File: src/rtl/rxg_pkg.sv
package rxg_pkg;

    typedef enum logic [1:0] {
        SH_BAL      = 2'b00,
        SH_SETUP_UP = 2'b01,
        SH_HOLD_UP  = 2'b10
    } shift_e;

    function automatic logic [1:0] norm_shift(input logic [1:0] code);
        logic [1:0] r;
        case (code)
            2'b01:   r = SH_SETUP_UP;
            2'b10:   r = SH_HOLD_UP;
            default: r = SH_BAL;
        endcase
        return r;
    endfunction

endpackage

File: src/rtl/rxg_wait_ctr.sv
module rxg_wait_ctr #(
    parameter int SHORT_WAIT = 1024,
    parameter int LONG_WAIT  = 2048
) (
    input  logic clk,
    input  logic rst_n,
    input  logic alive_i,
    input  logic wait_long_i,
    output logic ready_o,
    output logic ready_next_o
);
    localparam int CW = $clog2(LONG_WAIT + 1);

    typedef struct packed {
        logic [CW-1:0] cnt;
        logic          lim_long;
        logic          ready;
    } st_s;

    st_s st_d, st_q;

    always_comb begin
        logic          eff_long;
        logic [CW-1:0] last;
        st_d     = st_q;
        eff_long = (st_q.cnt == '0) ? wait_long_i : st_q.lim_long;
        last     = eff_long ? CW'(LONG_WAIT - 1) : CW'(SHORT_WAIT - 1);
        st_d.lim_long = eff_long;
        if (!alive_i) begin
            st_d.cnt   = '0;
            st_d.ready = 1'b0;
        end else if (!st_q.ready) begin
            if (st_q.cnt == last) begin
                st_d.cnt   = '0;
                st_d.ready = 1'b1;
            end else begin
                st_d.cnt = st_q.cnt + 1'b1;
            end
        end
    end

    always_ff @(posedge clk) begin
        if (!rst_n) st_q <= '0;
        else        st_q <= st_d;
    end

    assign ready_o      = st_q.ready;
    assign ready_next_o = st_d.ready;


    loss_clears_chk: assert property (@(posedge clk) disable iff (!rst_n)
        !alive_i |=> (!st_q.ready && st_q.cnt == '0));


    cnt_bound_chk: assert property (@(posedge clk) disable iff (!rst_n)
        st_q.cnt < CW'(LONG_WAIT));


    release_needs_alive_chk: assert property (@(posedge clk) disable iff (!rst_n)
        $rose(st_q.ready) |-> $past(alive_i));


    lim_held_chk: assert property (@(posedge clk) disable iff (!rst_n)
        (st_q.cnt != '0 && alive_i && !st_q.ready) |=> $stable(st_q.lim_long));
endmodule

File: src/rtl/rxg_lane_gate.sv
module rxg_lane_gate #(
    parameter int LANE_W = 10
) (
    input  logic [LANE_W-1:0] din_i,
    input  logic              en_i,
    input  logic              off_i,
    output logic [LANE_W-1:0] dout_o
);
    always_comb begin
        dout_o = (en_i && !off_i) ? din_i : '0;
    end
endmodule

File: src/rtl/rx_out_gate.sv
module rx_out_gate #(
    parameter int SHORT_WAIT = 1024,
    parameter int LONG_WAIT  = 2048,
    parameter int LANES      = 5,
    parameter int LANE_W     = 7
) (
    input  logic                      clk,
    input  logic                      rst_n,
    input  logic                      clk_detect_i,
    input  logic                      pwr_down_i,
    input  logic                      wait_long_i,
    input  logic                      edge_fall_i,
    input  logic [1:0]                shift_code_i,
    input  logic [2*LANES-1:0]        chan_off_i,
    input  logic [LANES*LANE_W-1:0]   even_data_i,
    input  logic [LANES*LANE_W-1:0]   odd_data_i,
    output logic [LANES*LANE_W-1:0]   even_data_o,
    output logic [LANES*LANE_W-1:0]   odd_data_o,
    output logic                      out_valid_o,
    output logic                      strobe_fall_o,
    output logic [1:0]                shift_sel_o
);
    import rxg_pkg::*;

    localparam int BUS_W = LANES * LANE_W;

    typedef struct packed {
        logic [BUS_W-1:0] even;
        logic [BUS_W-1:0] odd;
        logic             strobe_fall;
        logic [1:0]       shift;
    } out_s;

    out_s out_d, out_q;

    logic             alive;
    logic             ready_q;
    logic             ready_d;
    logic [BUS_W-1:0] even_g;
    logic [BUS_W-1:0] odd_g;

    assign alive = clk_detect_i && !pwr_down_i;

    rxg_wait_ctr #(
        .SHORT_WAIT(SHORT_WAIT),
        .LONG_WAIT (LONG_WAIT)
    ) u_wait (
        .clk         (clk),
        .rst_n       (rst_n),
        .alive_i     (alive),
        .wait_long_i (wait_long_i),
        .ready_o     (ready_q),
        .ready_next_o(ready_d)
    );

    for (genvar i = 0; i < LANES; i++) begin : g_lane
        rxg_lane_gate #(.LANE_W(LANE_W)) u_even (
            .din_i (even_data_i[i*LANE_W +: LANE_W]),
            .en_i  (ready_d),
            .off_i (chan_off_i[i]),
            .dout_o(even_g[i*LANE_W +: LANE_W])
        );
        rxg_lane_gate #(.LANE_W(LANE_W)) u_odd (
            .din_i (odd_data_i[i*LANE_W +: LANE_W]),
            .en_i  (ready_d),
            .off_i (chan_off_i[LANES+i]),
            .dout_o(odd_g[i*LANE_W +: LANE_W])
        );


        even_lane_off_chk: assert property (@(posedge clk) disable iff (!rst_n)
            chan_off_i[i] |=> even_data_o[i*LANE_W +: LANE_W] == '0);

        odd_lane_off_chk: assert property (@(posedge clk) disable iff (!rst_n)
            chan_off_i[LANES+i] |=> odd_data_o[i*LANE_W +: LANE_W] == '0);
    end

    always_comb begin
        out_d             = out_q;
        out_d.even        = even_g;
        out_d.odd         = odd_g;
        out_d.strobe_fall = edge_fall_i;
        out_d.shift       = norm_shift(shift_code_i);
    end

    always_ff @(posedge clk) begin
        if (!rst_n) out_q <= '0;
        else        out_q <= out_d;
    end

    assign even_data_o   = out_q.even;
    assign odd_data_o    = out_q.odd;
    assign out_valid_o   = ready_q;
    assign strobe_fall_o = out_q.strobe_fall;
    assign shift_sel_o   = out_q.shift;


    pwr_down_off_chk: assert property (@(posedge clk) disable iff (!rst_n)
        pwr_down_i |=> (!out_valid_o && even_data_o == '0 && odd_data_o == '0));


    idle_zero_chk: assert property (@(posedge clk) disable iff (!rst_n)
        !out_valid_o |-> (even_data_o == '0 && odd_data_o == '0));


    no_code11_chk: assert property (@(posedge clk) disable iff (!rst_n)
        shift_sel_o != 2'b11);


    strobe_follow_chk: assert property (@(posedge clk) disable iff (!rst_n)
        1'b1 |=> strobe_fall_o == $past(edge_fall_i));
endmodule

File: config.mk
export PLATFORM = sky130hd
export DESIGN_NAME = rx_out_gate
export DESIGN_NICKNAME = d
export VERILOG_FILES = /design/src/rtl/rxg_pkg.sv /design/src/rtl/rxg_wait_ctr.sv /design/src/rtl/rxg_lane_gate.sv /design/src/rtl/rx_out_gate.sv
export SDC_FILE = /design/constraint.sdc
export NUM_CORES = 1
export LEC_CHECK = 0
export ABC_AREA = 0
export BUFFER_PORTS_ARGS = -buffer_cell sky130_fd_sc_hd__buf_4
export CORE_UTILIZATION = 46
export CTS_CLUSTER_DIAMETER = 120
export DETAILED_ROUTE_END_ITERATION = 10
export PLACE_DENSITY_LB_ADDON = 0.15
export SYNTH_ARGS = -nofsm -noshare
export SYNTH_HDL_FRONTEND = slang
export SYNTH_HIERARCHICAL = 1
export SYNTH_SLANG_ARGS = --single-unit
File: constraint.sdc
create_clock -name clk -period 4.44 [get_ports clk]
set_input_delay 0.666 -clock clk [delete_from_list [all_inputs] [get_ports clk]]
set_output_delay 0.666 -clock clk [all_outputs]
set_load 0.05 [all_outputs]
==> reports/metrics.csv <==
metric;value;unit
run_status;completed;
antenna_cells;0;
drive_gt1_share;53.3;%
synthesis.nets;394;
fin_crit_sh;65.6;%
max_stage_delay;0.93;ns
drc;0;
critPathLaunch;u_wait/st_q[2]$_SDFFE_PN0N_;
cts_root_buffer;clkbuf_8;
finalSetupViolCount;0;
postSynthCellCount;304;
cts_setup_buffers;0;
hold_violations;0;
numPortBuffers;161;
cts.path.max_buffers;2;
leakage;2.51;nW
fin_tns_setup;0;ns
dr.pass1.iters;4;
rsz0062_at_grt;false;
ant_nets;0;
end_kind;flip-flop;
synth_top_family_by_area;simple AND/OR/NAND/NOR gates;
drt_iter0_markers;55;
slew_headroom;19.9;%
cp_slowest_cell;nor2b_4;
place_congestion;0.818;
routed_wl;7500;um
synthSimpleGateAreaFrac;41.6;%
path_cells;ha_1 -> nand4b_1 -> a2111oi_4 -> nor2_1 -> nor2b_4 -> and3b_1 -> and2_2;
synthAdderAreaFrac;0.740;%
total_power;1.31;mW
worstHoldPathType;flip-flop to flip-flop;
yosysSeqAreaShare;51.5;%
nets;558;
antenna_found_initial;0;
core-area;0.00694;mm^2
area_delta_synth_final;42.5;%
async_reset_ff_share;0;%
cts_buffers;9;
avgSynthCellArea;11.1;um^2
yosys-top-cells-area;dfxtp_1 (51%), and3b_1 (18%), and2_2 (16%);
hp-start;u_wait/st_q[13]$_SDFFE_PN0N_;
start_util;48.7;%
synth-compound-area-share;2.07;%
crit_fanout;70;
max_freq;344;MHz
reg2reg_from;u_wait/st_q[2]$_SDFFE_PN0N_;
cp.required;4.71;ns
num_rows;30;
post_drt_via_cell_ratio;4.76;
grtUsageTotal;20.1;%
maxCapViolations;0;
wire_per_inst;13.3;um
grt_pass1_vias;2653;
path_buf_inv;0;
period_minus_slack;2.91;ns
cts_tree;built;
clkTransAtPathRegs;0.07;ns
gr-total-overflow;0;
die_x;87.8;um
grt_max_degree;77;
slew_viol_final;0;
synth_warnings;6;
critical_path_class;flip-flop to flip-flop;
hpwlAfterDp;5410;um
io_pins;162;
synth_edf_count;0;
die_y;87.8;um
ys.flop_type;dfxtp_1;
grt_pass1_wl;12000;um
whs;0.558;ns
vdd_drop_max;0.000186;V
cp.arrival;3.18;ns
syn_area;0.00338;mm^2
ys_ff_latch;87;
cts_htree_levels;3;
fin_skew;0.00824;ns
crit_family;simple AND/OR/NAND/NOR gates;
clock_latency;0.33;ns
synth.distinct_cells;32;
powerDensity;271;mW/mm^2
muxShareOfSynthArea;0.296;%
hold_buffers;0;
cts_resized;0;
synthXorXnorAreaFrac;2.33;%
fp.dieArea;0.00770;mm^2
clock_sinks;87;
rrSetupSlack;1.53;ns
netlist.area_leader.share;51.5;%
yosys.area.top_type;dfxtp_1;
num_vias;2689;
tightest_slew;1.20;ns
cp-start-kind;flip-flop;
worst paths after layout:
check,endpoint,cells past startpoint
worst max-delay path,odd_data_o[10]$_SDFF_PN0_,7
worst min-delay path,u_wait/st_q[13]$_SDFFE_PN0N_,2
worst max register to register,odd_data_o[10]$_SDFF_PN0_,7
worst min register to register,u_wait/st_q[13]$_SDFFE_PN0N_,2
kinds of logic after synthesis:
kind of cell             Yosys count
flip-flops                        87
AO/OA/AOI/OAI                      6
XOR/XNOR                           9
adder cells (fa/ha/maj)            2
multiplexers                       1
AND/OR/NAND/NOR                  188
buffers and inverters             11
routing by layer:
layer,GRT usage (%),vias to the layer above,share of wire [%]
met5,0,-,0
met3,6.79,12,9.0
met4,10.3,0,2.1
met1,22.5,1213,39
li1,-,1352,-
met2,34.0,112,49
cell type report:
cell class                      instances  area, um^2
Timing Repair Buffer                  161        1210
Tap cell                               96         120
Clock buffer                            9         124
Multi-Input combinational cell        206        1600
Fill cell                             566        2120
Sequential cell                        87        1740
Clock inverter                          3        15.0
Inverter                                3        11.3
sequential cells by signal, indices dropped and copies added (netlist names):
name and cells:
u_wait/st_q 13, u_wait/ready_o 1, odd_data_o 35, even_data_o 35, strobe_fall_o 1, shift_sel_o 2
metrics by stage:
| step | worst slack (ns) | cell area [um^2] | std cells | utilization (%) |
|---|---|---|---|---|
| 2_1_floorplan | 1.28 | 3380 | 304 | - |
| 3_3_place_gp | 1.74 | 4680 | 553 | 67.4 |
| 3_5_place_dp | 1.64 | 4680 | 553 | 67.4 |
| 4_1_cts | 1.61 | 4820 | 565 | 69.4 |
| 5_1_grt | 1.34 | 4820 | 565 | 69.4 |
| 6_report | 1.53 | 4820 | 565 | 69.4 |
cell usage after synthesis (2+ instances only):
| library cell | number |
|---|---|
| nor4_1 | 3 |
| nand2_1 | 5 |
| inv_1 | 3 |
| nand3_1 | 8 |
| and3b_1 | 70 |
| nand4b_1 | 2 |
| xor2_1 | 2 |
| clkbuf_2 | 7 |
| xnor2_1 | 7 |
| nor3_1 | 3 |
| ha_1 | 2 |
| nor2b_1 | 4 |
| dfxtp_1 | 87 |
| and3b_2 | 2 |
| nor2_1 | 12 |
| and2_2 | 71 |
cells in the final DEF (no fill, tap or decap), types with 2 or more instances in the layout:
cell      instances
nand2_1           5
nor2b_1           3
nand4b_1          2
nor2_1           12
nor4_1            3
clkbuf_8          9
nor3_1            3
nand3_1           8
xor2_1            2
and2_2           71
ha_1              2
buf_4           161
xnor2_1           7
and3b_1          70
clkinv_2          3
dfxtp_1          87
and3b_2           2
inv_1             3
worst min-delay path, cell delays in order (launching register included):
cell and delay, ns:
dfxtp_1 0.34, xnor2_1 0.15, nor2_1 0.03
power breakdown:
part / internal, mW / leakage [nW] / switching (mW)
registers: 0.782 / 0.701 / 0.00170
clock network: 0.188 / 0.0764 / 0.243
logic: 0.0604 / 1.73 / 0.0309
total: 1.03 / 2.51 / 0.275
Power figures use the tool's default switching activity.
